`src/rtl/dmac_pkg.sv`:
```
package dmac_pkg;

  localparam int PTR_W = 16;
  localparam int CNT_W = 13;

  localparam logic [1:0] STEP_HOLD = 2'd0;
  localparam logic [1:0] STEP_UP1  = 2'd1;
  localparam logic [1:0] STEP_UP2  = 2'd2;
  localparam logic [1:0] STEP_DN1  = 2'd3;

  typedef struct packed {
    logic [PTR_W-1:0] src;
    logic [PTR_W-1:0] dst;
    logic [CNT_W-1:0] len;
    logic [2:0]       vmode;
    logic [4:0]       trig;
    logic [1:0]       tmode;   // [0] block, [1] self-rearm
    logic             wide;
    logic [1:0]       sstep;
    logic [1:0]       dstep;
    logic             irq_en;
    logic             cnt7;
    logic [1:0]       prio;
  } desc_t;

  function automatic logic [PTR_W-1:0] step_ptr(input logic [PTR_W-1:0] p,
                                                input logic [1:0] code,
                                                input logic wide);
    logic [PTR_W-1:0] u;
    logic [PTR_W-1:0] r;
    u = wide ? PTR_W'(2) : PTR_W'(1);
    case (code)
      STEP_UP1: r = p + u;
      STEP_UP2: r = p + (u << 1);
      STEP_DN1: r = p - u;
      default:  r = p;
    endcase
    return r;
  endfunction

endpackage

```
`src/rtl/dmac_desc_regs.sv`:
```
module dmac_desc_regs
  import dmac_pkg::*;
(
  input  logic       clk,
  input  logic       rst,
  input  logic       cfg_we,
  input  logic [2:0] cfg_addr,
  input  logic [7:0] cfg_wdata,
  output desc_t      desc
);
  localparam int NB = 8;

  logic [7:0] bytes_q [NB];

  for (genvar i = 0; i < NB; i++) begin : g_byte
    always_ff @(posedge clk) begin
      if (rst) bytes_q[i] <= 8'h00;
      else if (cfg_we && cfg_addr == 3'(i)) bytes_q[i] <= cfg_wdata;
    end
  end

  always_comb begin
    desc.src    = {bytes_q[1], bytes_q[0]};
    desc.dst    = {bytes_q[3], bytes_q[2]};
    desc.len    = {bytes_q[5][4:0], bytes_q[4]};
    desc.vmode  = bytes_q[5][7:5];
    desc.tmode  = bytes_q[6][7:6];
    desc.wide   = bytes_q[6][5];
    desc.trig   = bytes_q[6][4:0];
    desc.sstep  = bytes_q[7][7:6];
    desc.dstep  = bytes_q[7][5:4];
    desc.irq_en = bytes_q[7][3];
    desc.cnt7   = bytes_q[7][2];
    desc.prio   = bytes_q[7][1:0];
  end


  src_lo_load_chk: assert property (@(posedge clk) disable iff (rst)
    cfg_we && cfg_addr == 3'd0 |=> desc.src[7:0] == $past(cfg_wdata));

endmodule

```
`src/rtl/dmac_trig_mux.sv`:
```
module dmac_trig_mux #(
  parameter int N_TRIG = 31
) (
  input  logic [N_TRIG-1:0] trig_vec,
  input  logic [4:0]        sel,
  output logic              hit
);
  localparam int N_SEL = 32;

  logic [N_SEL-1:0] srcs;

  for (genvar i = 0; i < N_SEL; i++) begin : g_src
    if (i < N_TRIG) begin : g_live
      assign srcs[i] = trig_vec[i];
    end else begin : g_dead
      assign srcs[i] = 1'b0;
    end
  end

  assign hit = srcs[sel];

endmodule

```
`src/rtl/dmac_len_calc.sv`:
```
module dmac_len_calc #(
  parameter int LEN_W = 13
) (
  input  logic [7:0]       first_byte,
  input  logic [2:0]       vmode,
  input  logic             cnt7,
  input  logic [LEN_W-1:0] len_max,
  output logic [LEN_W-1:0] units
);
  localparam int DW = 10;

  logic [DW-1:0]    base;
  logic [DW-1:0]    derived;
  logic [LEN_W-1:0] capped;

  always_comb begin
    base = cnt7 ? {3'b000, first_byte[6:0]} : {2'b00, first_byte};
    case (vmode)
      3'd1:    derived = base + 10'd1;
      3'd3:    derived = base + 10'd2;
      3'd4:    derived = base + 10'd3;
      default: derived = base;
    endcase
    capped = (LEN_W'(derived) > len_max) ? len_max : LEN_W'(derived);
    units  = (capped == '0) ? LEN_W'(1) : capped;
  end

endmodule

```
`src/rtl/dmac_channel.sv`:
```
module dmac_channel
  import dmac_pkg::*;
#(
  parameter int N_TRIG = 31
) (
  input  logic              clk,
  input  logic              rst,
  input  logic              cfg_we,
  input  logic [2:0]        cfg_addr,
  input  logic [7:0]        cfg_wdata,
  input  logic              ctl_we,
  input  logic              ctl_arm,
  input  logic              ctl_abort,
  input  logic              done_clr,
  input  logic [N_TRIG-1:0] trig_vec,
  output logic              mem_rd_en,
  output logic [PTR_W-1:0]  mem_rd_addr,
  input  logic [7:0]        mem_rd_data,
  output logic              mem_wr_en,
  output logic [PTR_W-1:0]  mem_wr_addr,
  output logic [7:0]        mem_wr_data,
  output logic              armed,
  output logic              chan_done,
  output logic              done_flag,
  output logic [1:0]        bus_prio
);
  typedef enum logic [1:0] {S_WAIT, S_RD, S_WR} state_e;

  desc_t            desc;
  state_e           state;
  logic [PTR_W-1:0] src_p, dst_p;
  logic [CNT_W-1:0] rem;
  logic             first;
  logic             bidx;
  logic             trig_hit;
  logic [CNT_W-1:0] len_units;
  logic             var_mode;
  logic [CNT_W-1:0] rem_cur;
  logic             last_byte;
  logic             arm_wr, abort_wr;
  logic [PTR_W-1:0] src_nx, dst_nx;

  dmac_desc_regs u_desc (
    .clk(clk), .rst(rst), .cfg_we(cfg_we), .cfg_addr(cfg_addr),
    .cfg_wdata(cfg_wdata), .desc(desc)
  );

  dmac_trig_mux #(.N_TRIG(N_TRIG)) u_trig (
    .trig_vec(trig_vec), .sel(desc.trig), .hit(trig_hit)
  );

  dmac_len_calc #(.LEN_W(CNT_W)) u_len (
    .first_byte(mem_rd_data), .vmode(desc.vmode), .cnt7(desc.cnt7),
    .len_max(desc.len), .units(len_units)
  );

  assign bus_prio  = desc.prio;
  assign arm_wr    = ctl_we && ctl_arm && !ctl_abort;
  assign abort_wr  = ctl_we && ctl_arm && ctl_abort;
  assign var_mode  = (desc.vmode != 3'd0) && (desc.vmode <= 3'd4);
  assign rem_cur   = (first && !bidx && var_mode) ? len_units : rem;
  assign last_byte = !desc.wide || bidx;
  assign src_nx    = step_ptr(src_p, desc.sstep, desc.wide);
  assign dst_nx    = step_ptr(dst_p, desc.dstep, desc.wide);

  always_ff @(posedge clk) begin
    if (rst) begin
      state       <= S_WAIT;
      armed       <= 1'b0;
      src_p       <= '0;
      dst_p       <= '0;
      rem         <= '0;
      first       <= 1'b0;
      bidx        <= 1'b0;
      mem_rd_en   <= 1'b0;
      mem_rd_addr <= '0;
      mem_wr_en   <= 1'b0;
      mem_wr_addr <= '0;
      mem_wr_data <= '0;
      chan_done   <= 1'b0;
      done_flag   <= 1'b0;
    end else begin
      mem_rd_en <= 1'b0;
      mem_wr_en <= 1'b0;
      chan_done <= 1'b0;
      if (done_clr) done_flag <= 1'b0;
      if (abort_wr) begin
        armed <= 1'b0;
        state <= S_WAIT;
        bidx  <= 1'b0;
      end else begin
        case (state)
          S_WAIT: begin
            if (!armed && arm_wr) begin
              armed <= 1'b1;
              src_p <= desc.src;
              dst_p <= desc.dst;
              rem   <= desc.len;
              first <= 1'b1;
              bidx  <= 1'b0;
            end else if (armed && trig_hit) begin
              if (!(first && var_mode) && rem == '0) begin
                chan_done <= 1'b1;
                if (desc.irq_en) done_flag <= 1'b1;
                if (!desc.tmode[1]) armed <= 1'b0;
              end else begin
                mem_rd_en   <= 1'b1;
                mem_rd_addr <= src_p;
                state       <= S_RD;
              end
            end
          end
          S_RD: state <= S_WR;
          S_WR: begin
            mem_wr_en   <= 1'b1;
            mem_wr_addr <= dst_p + PTR_W'(bidx);
            mem_wr_data <= mem_rd_data;
            if (!last_byte) begin
              bidx        <= 1'b1;
              rem         <= rem_cur;
              mem_rd_en   <= 1'b1;
              mem_rd_addr <= src_p + PTR_W'(1);
              state       <= S_RD;
            end else begin
              bidx  <= 1'b0;
              first <= 1'b0;
              src_p <= src_nx;
              dst_p <= dst_nx;
              rem   <= rem_cur - CNT_W'(1);
              if (rem_cur == CNT_W'(1)) begin
                state     <= S_WAIT;
                chan_done <= 1'b1;
                if (desc.irq_en) done_flag <= 1'b1;
                if (desc.tmode[1]) begin
                  src_p <= desc.src;
                  dst_p <= desc.dst;
                  rem   <= desc.len;
                  first <= 1'b1;
                end else begin
                  armed <= 1'b0;
                end
              end else if (desc.tmode[0]) begin
                mem_rd_en   <= 1'b1;
                mem_rd_addr <= src_nx;
                state       <= S_RD;
              end else begin
                state <= S_WAIT;
              end
            end
          end
          default: state <= S_WAIT;
        endcase
      end
    end
  end


  abort_stop_chk: assert property (@(posedge clk) disable iff (rst)
    ctl_we && ctl_arm && ctl_abort |=> !armed && !mem_rd_en && !mem_wr_en);


  done_pulse_chk: assert property (@(posedge clk) disable iff (rst)
    chan_done |=> !chan_done);


  oneshot_disarm_chk: assert property (@(posedge clk) disable iff (rst)
    chan_done && !desc.tmode[1] |-> !armed);


  flag_hold_chk: assert property (@(posedge clk) disable iff (rst)
    done_flag && !done_clr |=> done_flag);


  flag_rise_chk: assert property (@(posedge clk) disable iff (rst)
    $rose(done_flag) |-> chan_done);


  wr_after_rd_chk: assert property (@(posedge clk) disable iff (rst)
    mem_wr_en |-> $past(mem_rd_en, 2));


  rd_armed_chk: assert property (@(posedge clk) disable iff (rst)
    mem_rd_en |-> armed);

endmodule

```
`config.mk`:
```
export PLATFORM = sky130hd
export DESIGN_NAME = dmac_channel
export DESIGN_NICKNAME = d
export VERILOG_FILES = /design/src/rtl/dmac_pkg.sv /design/src/rtl/dmac_desc_regs.sv /design/src/rtl/dmac_trig_mux.sv /design/src/rtl/dmac_len_calc.sv /design/src/rtl/dmac_channel.sv
export SDC_FILE = /design/constraint.sdc
export NUM_CORES = 1
export LEC_CHECK = 0
export ABC_CLOCK_PERIOD_IN_PS = 7600
export BUFFER_PORTS_ARGS = -buffer_cell sky130_fd_sc_hd__buf_2
export CORE_MARGIN = 5
export CORE_UTILIZATION = 33
export DETAILED_ROUTE_END_ITERATION = 10
export GPL_TIMING_DRIVEN = 1
export PLACE_DENSITY = 0.51
export SYNTH_ARGS = -nofsm -noshare
export SYNTH_HDL_FRONTEND = slang
export SYNTH_SLANG_ARGS = --single-unit
```
`constraint.sdc`:
```
create_clock -name clk -period 7.6 [get_ports clk]
set_input_delay 1.52 -clock clk [delete_from_list [all_inputs] [get_ports clk]]
set_output_delay 1.52 -clock clk [all_outputs]
set_load 0.02 [all_outputs]
```
# Word level (Yosys, flattened, before mapping)
# Memory sizes are Yosys's and may differ from the RTL's.
# Cells that the tools add are included.
[totals] ff_bits=94 mem_bits_rw=64 inputBits=57 out_inout_bits=47 elab_cells=217 memories=1
[mem_list] memory="u_desc.bytes_q" words=8 width=8 read_ports=8 rd_clocked_by_memory_dff=0 write_ports=8 line="dmac_desc_regs.sv:13" source="logic [7:0] bytes_q [NB];"
[op_classes] n_addsub=12 n_lt_le_gt_ge=3 n_eq_ne=29 muxes=111 bitwise_logic=9 reduce_logical=38
[op_table] cell="2-to-1 mux 16 bit" count=14
[op_table] cell="one-hot mux 16 bit (2 select lines)" count=3
[op_table] cell="one-hot mux 16 bit (3 select lines)" count=2
[op_table] cell="2-to-1 mux 13 bit" count=7
[op_table] cell="2-to-1 mux 8 bit" count=9
[op_table] cell="2-to-1 mux 1 bit" count=62
[op_table] cell="adder 16 bit" count=2
[op_table] cell="one-hot mux 10 bit (3 select lines)" count=1
[op_table] cell="logical NOT 13 bit" count=2
[op_table] cell="one-hot mux 13 bit (2 select lines)" count=1
[op_table] cell="adder 10 x 2 -> 10 bit (second input constant)" count=2
[op_table] cell="logical AND 1 bit" count=18
[op_table] cell="adder 16 x 1 -> 16 bit" count=1
[op_table] cell="adder 16 x 1 -> 16 bit (second input constant)" count=1
[op_table] cell="adder 16 x 2 -> 16 bit" count=1
[op_table] cell="adder 16 x 3 -> 16 bit" count=1
[op_table] cell="subtractor 16 bit" count=1
[op_table] cell="subtractor 16 x 2 -> 16 bit" count=1
[op_table] cell="equality test 3 bit (second input constant)" count=5
[op_table] cell="equality test 13 x 1 -> 1 bit (second input constant)" count=1
[op_table] cell="> comparator 10 x 13 -> 1 bit" count=1
[op_table] cell="subtractor 13 x 1 -> 13 bit (second input constant)" count=1
[op_table] cell="!= test 2 bit (second input constant)" count=6
[op_table] cell="!= test 3 bit (second input constant)" count=4
[op_table] cell="other kinds (25)" count=55

# Depth between registers and ports, before layout
# Gate-level depths: netlist (run 1).
# An unclocked memory read counts as a cell.
[depth] word_depth=14 depth_mapped=24

# Modules after synthesis
# Synthesis (run 1) repeated with hierarchy kept, for this count alone.
[unflattened] cells_unflattened=1319 hier_area_um2=10774.1
[by_module_without_submodules] mod="dmac_channel" n_inst=1 cells_per_inst=1011 area_each_um2=7255.7 seq_area_each_um2=1881.8
[by_module_without_submodules] mod="dmac_desc_regs" n_inst=1 cells_per_inst=166 area_each_um2=2428.6 seq_area_each_um2=1921.8
[by_module_without_submodules] mod="dmac_len_calc" n_inst=1 cells_per_inst=109 area_each_um2=773.2 seq_area_each_um2=0.0
[by_module_without_submodules] mod="dmac_trig_mux" n_inst=1 cells_per_inst=33 area_each_um2=316.6 seq_area_each_um2=0.0

# Worst setup path before layout (run 1)
# Ideal clock, no wire load.
[synth_path] kind="in2reg" from="input mem_rd_data[1]" to="register rem[7]" setup_ns=0.086 arrival_time_ns=6.020 path_slack_ns=1.494 cell_stages=20 n_path_buf=1 cell_sequence="ha_1 a21o_1 a211oi_2 nor3_1 xor2_1 ha_1 and4_1 a221oi_1 o21ai_1 o21a_1 buf_2 a2111oi_0 nand4_1 nand2_1 ha_1 o2111ai_1 or3_4 a21oi_4 a22oi_1 a211oi_1"
[synth_via] elab_chain_len=13 word_cells_on_any_way=16
[synth_lines] item="from (decl)" line="dmac_channel.sv:18" source="input logic [7:0] mem_rd_data,"
[synth_lines] item="2-to-1 mux 8 bit (*)" line="dmac_len_calc.sv:17" source="base = cnt7 ? {3'b000, first_byte[6:0]} : {2'b00, first_byte};"
[synth_lines] item="adder 10 x 2 -> 10 bit, or another cell as far along" line="dmac_len_calc.sv:21" source="3'd4: derived = base + 10'd3;"
[synth_lines] item="one-hot mux 10 bit (3 select lines) (*)" line="dmac_len_calc.sv:18" source="case (vmode)"
[synth_lines] item="> comparator 10 x 13 -> 1 bit" line="dmac_len_calc.sv:24" source="capped = (LEN_W'(derived) > len_max) ? len_max : LEN_W'(derived);"
[synth_lines] item="2-to-1 mux 13 bit (*)" line="dmac_len_calc.sv:24"
[synth_lines] item="logical NOT 13 bit" line="dmac_len_calc.sv:25" source="units = (capped == '0) ? LEN_W'(1) : capped;"
[synth_lines] item="2-to-1 mux 13 bit (*)" line="dmac_len_calc.sv:25"
[synth_lines] item="2-to-1 mux 13 bit (*)" line="dmac_channel.sv:61" source="assign rem_cur = (first && !bidx && var_mode) ? len_units : rem;"
[synth_lines] item="subtractor 13 x 1 -> 13 bit" line="dmac_channel.sv:129" source="rem <= rem_cur - CNT_W'(1);"
[synth_lines] item="2-to-1 mux 13 bit" line="dmac_channel.sv:134" source="if (desc.tmode[1]) begin"
[synth_lines] item="2-to-1 mux 13 bit" line="dmac_channel.sv:130" source="if (rem_cur == CNT_W'(1)) begin"
[synth_lines] item="2-to-1 mux 13 bit (*)" line="dmac_channel.sv:118" source="if (!last_byte) begin"
[synth_lines] item="one-hot mux 13 bit (2 select lines) (*)" line="dmac_channel.sv:92" source="case (state)"
[synth_lines] item="to (signal assigned)" line="dmac_channel.sv:120" source="rem <= rem_cur;"
[synth_lines] item="to (signal assigned)" line="dmac_channel.sv:129"
[synth_lines] item="to (signal assigned)" line="dmac_channel.sv:137" source="rem <= desc.len;"
[synth_lines] item="to (decl)" line="dmac_channel.sv:32" source="logic [CNT_W-1:0] rem;"
# Every way passes the cells marked *; elsewhere a longest branch is shown, timed or not.
# A chain may end at the register's enable or synchronous reset.

# Worst setup path in the final report (run 1)
[layout_path] from="input mem_rd_data[1]" to="register dst_p[1]"
[layout_via] elab_chain_len=12 word_cells_on_any_way=14
[layout_lines] item="2-to-1 mux 8 bit (*)" line="dmac_len_calc.sv:17"
[layout_lines] item="adder 10 x 2 -> 10 bit, or another cell as far along" line="dmac_len_calc.sv:21"
[layout_lines] item="one-hot mux 10 bit (3 select lines) (*)" line="dmac_len_calc.sv:18"
[layout_lines] item="> comparator 10 x 13 -> 1 bit" line="dmac_len_calc.sv:24"
[layout_lines] item="2-to-1 mux 13 bit (*)" line="dmac_len_calc.sv:24"
[layout_lines] item="logical NOT 13 bit" line="dmac_len_calc.sv:25"
[layout_lines] item="2-to-1 mux 13 bit (*)" line="dmac_len_calc.sv:25"
[layout_lines] item="2-to-1 mux 13 bit (*)" line="dmac_channel.sv:61"
[layout_lines] item="equality test 13 x 1 -> 1 bit (*)" line="dmac_channel.sv:130"
[layout_lines] item="2-to-1 mux 16 bit (*)" line="dmac_channel.sv:130"
[layout_lines] item="2-to-1 mux 16 bit (*)" line="dmac_channel.sv:118"
[layout_lines] item="one-hot mux 16 bit (2 select lines) (*)" line="dmac_channel.sv:92"
[layout_lines] item="to (signal assigned)" line="dmac_channel.sv:97" source="dst_p <= desc.dst;"
[layout_lines] item="to (signal assigned)" line="dmac_channel.sv:128" source="dst_p <= dst_nx;"
[layout_lines] item="to (signal assigned)" line="dmac_channel.sv:136" source="dst_p <= desc.dst;"
[layout_lines] item="to (decl)" line="dmac_channel.sv:31" source="logic [PTR_W-1:0] src_p, dst_p;"
# Every way passes the cells marked *; elsewhere a longest branch is shown, timed or not. The select of a mux whose other input is x is not followed.

==> results by group, run 1 <==
Critical path
  • Buffer and inverter count on the worst path: 2
  • CP max-delay cell: a2111oi_0
  • Worst setup path category: primary input to flop
  • Critical path endpoint category: flop
  • Max Fanout on Critical Path: 35
  • CP top delay family: compound AO/OA/AOI/OAI gates
  • CP Cell Sequence: buf_2 -> ha_1 -> a21o_1 -> a211oi_2 -> nor3_1 -> xor2_1 -> ha_1 -> and4_1 -> a221oi_1 -> o21ai_1 -> o21a_1 -> a2111oi_0 -> nand4_1 -> nand2_1 -> ha_1 -> o2111ai_1 -> o31ai_4 -> buf_4 -> a211oi_1 -> a211oi_1 -> a211oi_2
  • Worst setup SP type: primary input
  • Worst EP arrival: 6.88 ns
  • Crit-path max cell delay: 0.53 ns
  • Register-to-register setup slack: 1.38 ns
  • Data required, critical path: 7.89 ns
  • Most common cell type on the critical path: ha_1

Placement
  • PortBufs: 103
  • HPWL after DPL: 24300 um
  • Final Wtd Congestion: 0.872

Clock network
  • Clock Latency Late Sink: 0.44 ns
  • Clock slew at reported path FFs: 0.07 ns
  • CTS root buf: clkbuf_16
  • CTS Hold Bufs: 0
  • CTS tree: done
  • TritonCTS Buffers: 17
  • H-Tree Depth: 4
  • Post-CTS Setup Inserts: 0
  • CTS Sinks: 158
  • CTS Buffer Depth: 2
  • Post-CTS Resized: 0

Final layout
  • Layout Nets: 1452
  • Antenna Cells: 0
  • Share of cells above drive strength 1: 13.8%
  • Util after Layout: 37.9%
  • Area delta synth->final: 13.0%

Detailed routing
  • Pre-antenna DRT Iters: 5
  • Via density: 5.31
  • Met1 WL: 15300 um
  • Drc violations: 0
  • Detailed router's first-iteration violation count: 631
  • Total wire length: 32900 um
  • Antenna-violating nets left: 0
  • Max Used Layer: met4
  • Met3 wire len: 1450 um
  • Wire per inst: 18.3 um
  • Via count: 9535
  • Routed wl met2: 15400 um

Synthesis
  • Post-synth top area cell: edfxtp_1
  • Mapped Area: 0.0109 mm2
  • Avg Inst Size Synth: 8.55 um2
  • Number of synthesized flops with an enable pin: 64
  • Number of synthesized register bits: 158
  • Syn Inst Count: 1279
  • Share of the synthesized area in the top cell type: 17.6%
  • Post-synth cell types: 80
  • Syn nets: 1392
  • Sequential share of the synthesized area: 34.8%
  • Ys Warns: 0
  • Synth top cells by count: 156 x nor2_1, 114 x nand2_1, 94 x dfxtp_1, 73 x a21oi_1, 69 x and2_1
  • Synth Flop Type: dfxtp_1
  • Most frequent cell after synthesis: nor2_1
  • Ys async rst share: 0%
  • Top cells by area, synth: edfxtp_1 18%, dfxtp_1 17%, ha_1 5.8%

Pwr
  • Clock power share: 38.1%
  • Comb power frac: 18.4%
  • Max VDD drop: 0.136 mV
  • Seq pwr share: 43.5%
  • Cell-internal power: 1560 uW
  • Pleak: 0.00479 uW
  • NetSw: 693 uW
  • PD cells: 182 mW/mm2
  • Sw frac: 30.7%

Global routing
  • Vias in the first global route: 9040
  • GRT overflow: 0
  • GRT Util Overall: 17.6%
  • Largest net degree at the start of global routing: 57
  • Initial antenna violation count: 0
  • First-pass GRT wire length: 51100 um

Worst hold path
  • Hold WC Path Type: flop to flop

Floorplan
  • Die ar.: 0.0369 mm2
  • Initial Util: 33.5%
  • Die width: 192 um
  • Std-Cell Rows: 66
  • Die H: 192 um
  • Ports: 104
  • Total core area: 0.0326 mm2

STA
  • RSZ-0062 raised after global routing: false
  • Slew margin rel.: 21.7%
  • Setup violations, final: 0
  • Clk_skew: 0.0141 ns
  • FMAX: 152 MHz
  • Setup TNS: 0 ns
  • Final Hold Violating Endpoints: 0
  • Slew @ Worst Pin: 1.17 ns
  • Max-slew violations: 0
  • Final cycle utilization of the critical path: 86.8%
  • Tmin final: 6.59 ns

Run status
  • Status: finished, final reports clean

Flow run
  • Maxcap violations: 0
## sequential cells by signal, indices dropped and copies added (netlist names)
name and cells:
mem_wr_en 1, mem_rd_addr 16, src_p 16, chan_done 1, rem 13, u_desc.bytes_q 64, dst_p 16, done_flag 1
bidx 1, first 1, mem_rd_en 1, state 2, armed 1, mem_wr_data 8, mem_wr_addr 16
## worst min-delay path: stages (launching register included)
cell and delay, ns:
dfxtp_1 0.31, nand2_1 0.05, a21oi_1 0.05
## cell families after synthesis
group,synth area share (%)
AND/OR/NAND/NOR,23.1
AO/OA/AOI/OAI,20.3
multiplexers,4.91
buffers and inverters,4.06
adder cells (fa/ha/maj),6.75
flip-flops,34.8
XOR/XNOR,6.15
## layer usage
metal / global-route usage [%] / up-vias
li1: - / 4764
met1: 23.8 / 4502
met2: 29.2 / 228
met3: 2.74 / 41
met4: 5.43 / 0
met5: 0 / -
## worst paths after layout
path,to,from,cells past startpoint
worst max register to register,dst_p[1]$_SDFFE_PP0P_,u_desc.bytes_q[1][13]$_SDFFCE_PN0P_,22
worst min-delay path,mem_wr_data[1]$_SDFFE_PP0P_,mem_wr_data[1]$_SDFFE_PP0P_,2
worst max-delay path,dst_p[1]$_SDFFE_PP0P_,mem_rd_data[1],21
worst min register to register,mem_wr_data[1]$_SDFFE_PP0P_,mem_wr_data[1]$_SDFFE_PP0P_,2
## area by class of cell
type | instances | area, um2
Fill cell | 3349 | 20300
Multi-Input combinational cell | 1012 | 6700
Sequential cell | 158 | 3800
Timing Repair Buffer | 116 | 616
Tap cell | 442 | 553
Clock buffer | 20 | 458
Inverter | 34 | 128
Clock inverter | 12 | 110
## per-stage QoR
step | hold WS (ns) | cells | setup WS [ns] | total power (uW) | instance area [um2]
floorplan | 0.440 | 1279 | 1.49 | 1290 | 10900
global placement | 0.440 | 1762 | 0.745 | 1410 | 11800
detailed placement | 0.446 | 1762 | 0.590 | 1410 | 11800
CTS | 0.455 | 1794 | 1.04 | 2270 | 12400
global route | 0.464 | 1794 | 0.582 | 2360 | 12400
finish | 0.454 | 1794 | 1.01 | 2250 | 12400
## power by group through the flow
stage                     clock network (uW)  registers, uW  logic [uW]
final                                    860            980         415
after global routing                     908            986         462
after CTS                                877            980         416
after detailed placement                   0            999         414
after global placement                     0            999         411
after floorplan                            0            968         318
## placed cells by master (no fill, tap or decap), types with 28 or more instances in the layout
master and count:
a211oi_1 48, a21oi_1 73, and2_1 69, buf_2 102
dfxtp_1 94, edfxtp_1 64, ha_1 51, inv_1 34
mux2i_1 30, nand2_1 114, nand3_1 28, nor2_1 154
nor3_1 44, o21ai_0 55, xnor2_1 37, xor2_1 38
(Power assumes the default switching activity.)
==> inputs of run 2 (changes only) <==
- ABC_CLOCK_PERIOD_IN_PS: 7600 -> 5580
- PLACE_DENSITY: 0.51 -> 0.53
- clock period: 7.6 -> 5.58 ns (I/O delays scaled with it)
==> run 2 against run 1 <==
- critical path type unchanged
- sequential power is 36% higher
- critical endpoint is now rem[7]$_SDFFE_PP0P_
- utilization is 1.1 points higher
- clock power up 37%
- largest cell class unchanged
- clock skew down 0.0063 ns
==> results by group, run 2 (same netlist as run 1, synthesis figures left out) <==
Critical path
  • Worst setup path start: mem_rd_data[1]
  • Worst r2r path cells: 21
  • R2R Path Start: u_desc.bytes_q[1][13]$_SDFFCE_PN0P_
  • Max Fanout on Critical Path: 6
  • Worst setup SP type: primary input
  • Most common cell type on the critical path: ha_1
  • Crit-path max cell delay: 0.43 ns
  • CP Cell Sequence: buf_2 -> ha_1 -> a21o_1 -> a211oi_2 -> nor4_1 -> xnor2_1 -> ha_1 -> and4_1 -> a221oi_1 -> o21ai_2 -> o21a_1 -> a2111oi_1 -> nand4_1 -> nand2_1 -> ha_4 -> o2111ai_2 -> or3_4 -> a21oi_4 -> a22oi_1 -> a211oi_1
  • Buffer and inverter count on the worst path: 1
  • CP top delay family: compound AO/OA/AOI/OAI gates
  • Worst EP arrival: 5.59 ns
  • Data required, critical path: 5.91 ns
  • CP max-delay cell: a2111oi_1
  • Register-to-register setup slack: 0.35 ns
  • Critical path endpoint category: flop
  • Reg-to-reg endpoint: rem[7]$_SDFFE_PP0P_
  • Worst setup path category: primary input to flop

Clock network
  • TritonCTS Buffers: 17
  • CTS tree: done
  • CTS Sinks: 158
  • Post-CTS Resized: 0
  • CTS root buf: clkbuf_16
  • H-Tree Depth: 4
  • CTS Buffer Depth: 2
  • Clock slew at reported path FFs: 0.07 ns
  • Clock Latency Late Sink: 0.43 ns

Worst hold path
  • Hold WC Path Type: flop to flop
  • Worst Hold Endpoint: mem_wr_data[0]$_SDFFE_PP0P_
  • Hold Path Stages: 2
  • Hold_sp: mem_wr_data[0]$_SDFFE_PP0P_

Floorplan
  • Total core area: 0.0326 mm2
  • Initial Util: 33.5%
  • Die width: 192 um
  • Die ar.: 0.0369 mm2
  • Die H: 192 um
  • Std-Cell Rows: 66
  • Ports: 104

Placement
  • Dpl cell area: 0.0121 mm2
  • PortBufs: 103
  • Dpl cells: 1793
  • HPWL after DPL: 24800 um
  • Final Wtd Congestion: 0.894

Detailed routing
  • Pre-antenna DRT Iters: 5
  • Drc violations: 0
  • Wire per inst: 17.9 um
  • Total wire length: 32800 um
  • Via count: 9767
  • Antenna-violating nets left: 0
  • Detailed router's first-iteration violation count: 597
  • Via density: 5.34

Pwr
  • PD cells: 244 mW/mm2
  • Pleak: 0.00497 uW
  • Max VDD drop: 0.188 mV

Global routing
  • GRT Util Overall: 17.7%
  • Initial antenna violation count: 0
  • Vias in the first global route: 9334
  • First-pass GRT wire length: 51800 um
  • Largest net degree at the start of global routing: 57
  • GRT overflow: 0

Flow run
  • Maxcap violations: 0

Final layout
  • Share of cells above drive strength 1: 16.2%
  • Area delta synth->final: 16.2%
  • Most common cell after layout, fill and taps aside: nor2_1
  • Max reg flops: 64
  • Layout Cells excl Fill: 1829
  • Layout Nets: 1486
  • Commonest non-fill, non-tap cells in the layout: 154 x nor2_1, 114 x nand2_1, 102 x buf_2
  • Biggest register: u_desc.bytes_q
  • Design Area, Final: 0.0127 mm2
  • Util after Layout: 39.0%

STA
  • Setup TNS: 0 ns
  • Tmin final: 5.26 ns
  • Setup violations, final: 0
  • FMAX: 190 MHz
  • RSZ-0062 raised after global routing: true
  • Final Hold Violating Endpoints: 0
  • Clk_skew: 0.00779 ns
  • Max-slew violations: 0
  • Slew @ Worst Pin: 1.07 ns
  • Final cycle utilization of the critical path: 94.3%
  • Slew margin rel.: 28.8%

Run status
  • Status: finished, final reports clean
## run 2: worst min-delay path: stages, from the launching register on
cell and delay [ns]:
dfxtp_1 0.31, nand2_1 0.05, a21oi_1 0.05
## run 2: layout make-up
class / count / area, um2
fill: 3318 / 19900
multi-input combinational: 1012 / 6720
sequential: 158 / 3800
timing repair buffer: 150 / 913
tap: 442 / 553
clock buffer: 18 / 429
clock inverter: 14 / 160
inverter: 34 / 128
antenna: 1 / 2.50
## run 2: worst max path at each step
stage	slack [ns]	cells after the start	to
3_3_place_gp	0.05	21	rem[2]$_SDFFE_PP0P_
6_report	0.32	20	rem[7]$_SDFFE_PP0P_
5_1_grt	-0.03	23	rem[12]$_SDFFE_PP0P_
2_1_floorplan	0.03	20	rem[7]$_SDFFE_PP0P_
4_1_cts	0.29	22	dst_p[14]$_SDFFE_PP0P_
3_5_place_dp	-0.10	22	dst_p[14]$_SDFFE_PP0P_
## run 2: per-stage QoR
stage,hold slack (ns),setup WS (ns),power (uW)
2_1_floorplan,0.440,0.0309,1760
3_3_place_gp,0.441,0.0515,1950
3_5_place_dp,0.451,-0.104,1950
4_1_cts,0.459,0.290,3130
5_1_grt,0.480,-0.0341,3260
6_report,0.460,0.319,3110
## run 2: timing repair
| item | CTS | global route |
|---|---|---|
| endpoints found under the setup margin | 0 | 17 |
| hold buffers | 0 | 0 |
| buffers inserted | 0 | 2 |
## run 2: routing by layer
metal	track usage, %	vias up	wire [um]
li1	-	4835	-
met1	24.1	4649	14900
met2	30.0	251	16000
met3	2.27	32	1400
met4	4.47	0	527
met5	0	-	0
## run 2: power breakdown
group          switching [uW]  internal [uW]  total (uW)
logic                     351            247         597
registers                74.8           1260        1330
clock network             509            667        1180
==> inputs of run 3 (changes only) <==
--- a/config.mk
+++ b/config.mk
@@ -13,3 +13,3 @@
 export GPL_TIMING_DRIVEN = 1
-export PLACE_DENSITY = 0.53
+export PLACE_DENSITY = 0.48
 export SYNTH_ARGS = -nofsm -noshare
--- a/constraint.sdc
+++ b/constraint.sdc
@@ -3,2 +3,2 @@
 set_output_delay 1.116 -clock clk [all_outputs]
-set_load 0.02 [all_outputs]
+set_load 0.05 [all_outputs]
==> run 3 against run 2 <==
- global-route usage increased by 0.83 points
- via count decreased by 1.2%
- worst setup slack got worse by 0.048 ns
- utilization increased by 0.18 points
- sequential share of layout area decreased by 0.13 points
- critical path depth increased by 3
==> results by group, run 3 (same netlist as run 1, synthesis figures left out) <==
Critical path
  • Crit-path max cell delay: 0.31 ns
  • Buffer and inverter count on the worst path: 4
  • Critical path endpoint category: flop
  • Register-to-register setup slack: 0.34 ns
  • CP top delay family: compound AO/OA/AOI/OAI gates
  • Reg-to-reg endpoint: rem[6]$_SDFFE_PP0P_
  • Worst setup SP type: primary input
  • R2R Path Start: u_desc.bytes_q[1][13]$_SDFFCE_PN0P_
  • Worst r2r path cells: 24
  • CP max-delay cell: a221oi_1
  • Worst EP arrival: 5.65 ns
  • Most common cell type on the critical path: ha_1
  • Data required, critical path: 5.92 ns
  • CP Cell Sequence: buf_2 -> ha_1 -> a21o_1 -> a211oi_2 -> nor4_1 -> xnor2_1 -> ha_1 -> and4_1 -> a221oi_1 -> o21ai_2 -> o21a_1 -> mux2i_1 -> mux2i_1 -> nand2_1 -> buf_4 -> inv_1 -> ha_1 -> o211ai_1 -> buf_4 -> or2_2 -> nor4_1 -> a31oi_1 -> a311oi_1
  • Total stage count of the critical path: 23
  • Worst setup path category: primary input to flop
  • Max Fanout on Critical Path: 4

Clock network
  • TritonCTS Buffers: 17
  • CTS Hold Bufs: 0
  • CTS tree: done
  • H-Tree Depth: 4
  • CTS root buf: clkbuf_16
  • CTS Sinks: 158
  • CTS Buffer Depth: 2
  • Clock slew at reported path FFs: 0.06 ns
  • Clock Latency Late Sink: 0.43 ns

STA
  • Max-slew violations: 0
  • Final Hold Violating Endpoints: 0
  • Setup violations, final: 0
  • Final cycle utilization of the critical path: 95.1%
  • Clk_skew: 0.0145 ns
  • Tmin final: 5.31 ns
  • Slew margin rel.: 26.4%
  • Setup TNS: 0 ns
  • FMAX: 188 MHz
  • Slew @ Worst Pin: 1.10 ns

Detailed routing
  • Detailed router's first-iteration violation count: 530
  • Antenna-violating nets left: 0
  • Drc violations: 0
  • Total wire length: 34200 um
  • Wire per inst: 18.6 um
  • Pre-antenna DRT Iters: 5
  • Via count: 9649
  • Via density: 5.26

Placement
  • Dpl cells: 1802
  • Dpl cell area: 0.0121 mm2
  • Final Wtd Congestion: 0.883
  • HPWL after DPL: 25800 um
  • PortBufs: 103

Global routing
  • First-pass GRT wire length: 53700 um
  • GRT overflow: 0
  • Vias in the first global route: 9420
  • GRT Util Overall: 18.6%
  • Largest net degree at the start of global routing: 59
  • Initial antenna violation count: 1

Final layout
  • Share of cells above drive strength 1: 16.8%
  • Register area: 0.00380 mm2
  • Biggest register: u_desc.bytes_q
  • Most common cell after layout, fill and taps aside: nor2_1
  • Max reg flops: 64
  • Layout Nets: 1495
  • Antenna Cells: 0
  • Layout Cells excl Fill: 1836
  • Fill cell count: 3367
  • Commonest non-fill, non-tap cells in the layout: 153 x nor2_1, 114 x nand2_1, 102 x buf_2
  • Design Area, Final: 0.0128 mm2
  • Footprint of the multi-input gates: 0.00674 mm2
  • Area delta synth->final: 16.7%

Floorplan
  • Initial Util: 33.5%
  • Die H: 192 um
  • Die ar.: 0.0369 mm2
  • Std-Cell Rows: 66
  • Ports: 104
  • Total core area: 0.0326 mm2
  • Die width: 192 um

Worst hold path
  • Hold_sp: mem_wr_data[5]$_SDFFE_PP0P_
  • Hold WC Path Type: flop to flop
  • Worst Hold Endpoint: mem_wr_data[5]$_SDFFE_PP0P_
  • Hold Path Stages: 2

Pwr
  • Seq pwr share: 42.6%
  • Sw frac: 29.9%
  • Clock power share: 37.6%
  • Max VDD drop: 0.227 mV
  • PD cells: 245 mW/mm2
  • NetSw: 937 uW
  • Cell-internal power: 2200 uW
  • Pleak: 0.00502 uW
  • Comb power frac: 19.8%
  • Power, Total: 3130 uW

Run status
  • Status: finished, final reports clean

Flow run
  • Maxcap violations: 0
## run 3: cell types whose count changed in the layout (fill, tap and decap cells not counted), sizes merged
| cell | before | now |
|---|---|---|
| clkbuf | 19 | 24 |
| bufinv | 2 | 1 |
| diode | 1 | 0 |
| clkinv | 5 | 2 |
| buf | 149 | 159 |
| clkinvlp | 4 | 1 |
## run 3: power groups by stage
stage               clock network [uW]  registers (uW)  logic (uW)
floorplan                            0            1330         438
global placement                     0            1360         609
detailed placement                   0            1360         610
CTS                               1200            1330         614
global route                      1250            1340         687
finish                            1180            1330         621
## run 3: worst min-delay path, stage by stage (launching register included)
cell     delay, ns
dfxtp_1       0.31
nand2_1       0.05
a21oi_1       0.05
## run 3: cell type report
class	instances	share of cell area (%)
multi-input combinational	1012	52.8
sequential	158	29.8
timing repair buffer	159	7.54
tap	442	4.33
clock buffer	24	3.98
inverter	34	0.999
clock inverter	7	0.588
## run 3: worst max-delay path by stage
stage,start,to,slack [ns]
3_5_place_dp,mem_rd_data[1],rem[12]$_SDFFE_PP0P_,-0.17
6_report,mem_rd_data[1],rem[6]$_SDFFE_PP0P_,0.27
3_3_place_gp,mem_rd_data[1],rem[12]$_SDFFE_PP0P_,0.04
5_1_grt,mem_rd_data[1],dst_p[1]$_SDFFE_PP0P_,-0.02
2_1_floorplan,mem_rd_data[1],rem[7]$_SDFFE_PP0P_,0.03
4_1_cts,u_desc.bytes_q[1][15]$_SDFFCE_PN0P_,rem[7]$_SDFFE_PP0P_,0.25
## run 3: metal layers
metal | share of wire [%] | wire [um] | global-route usage (%) | vias to the layer above
met5 | 0 | 0 | 0 | -
met4 | 2.7 | 915 | 6.45 | 0
met3 | 4.5 | 1520 | 2.98 | 48
met2 | 46 | 15600 | 29.8 | 241
met1 | 47 | 16200 | 25.4 | 4530
li1 | - | - | - | 4830
## run 3: per-stage QoR
stage / setup slack (ns) / hold slack [ns] / utilization [%]
final: 0.272 / 0.460 / 39.1
after CTS: 0.253 / 0.461 / 39.0
after global placement: 0.0400 / 0.442 / 37.2
after global routing: -0.0166 / 0.478 / 39.1
after floorplan: 0.0309 / 0.440 / -
after detailed placement: -0.166 / 0.450 / 37.2
## run 3: repair_timing
action,4_1_cts,5_1_grt
endpoints found under the setup margin,0,28
buffers inserted,0,3
gates resized for setup,0,4
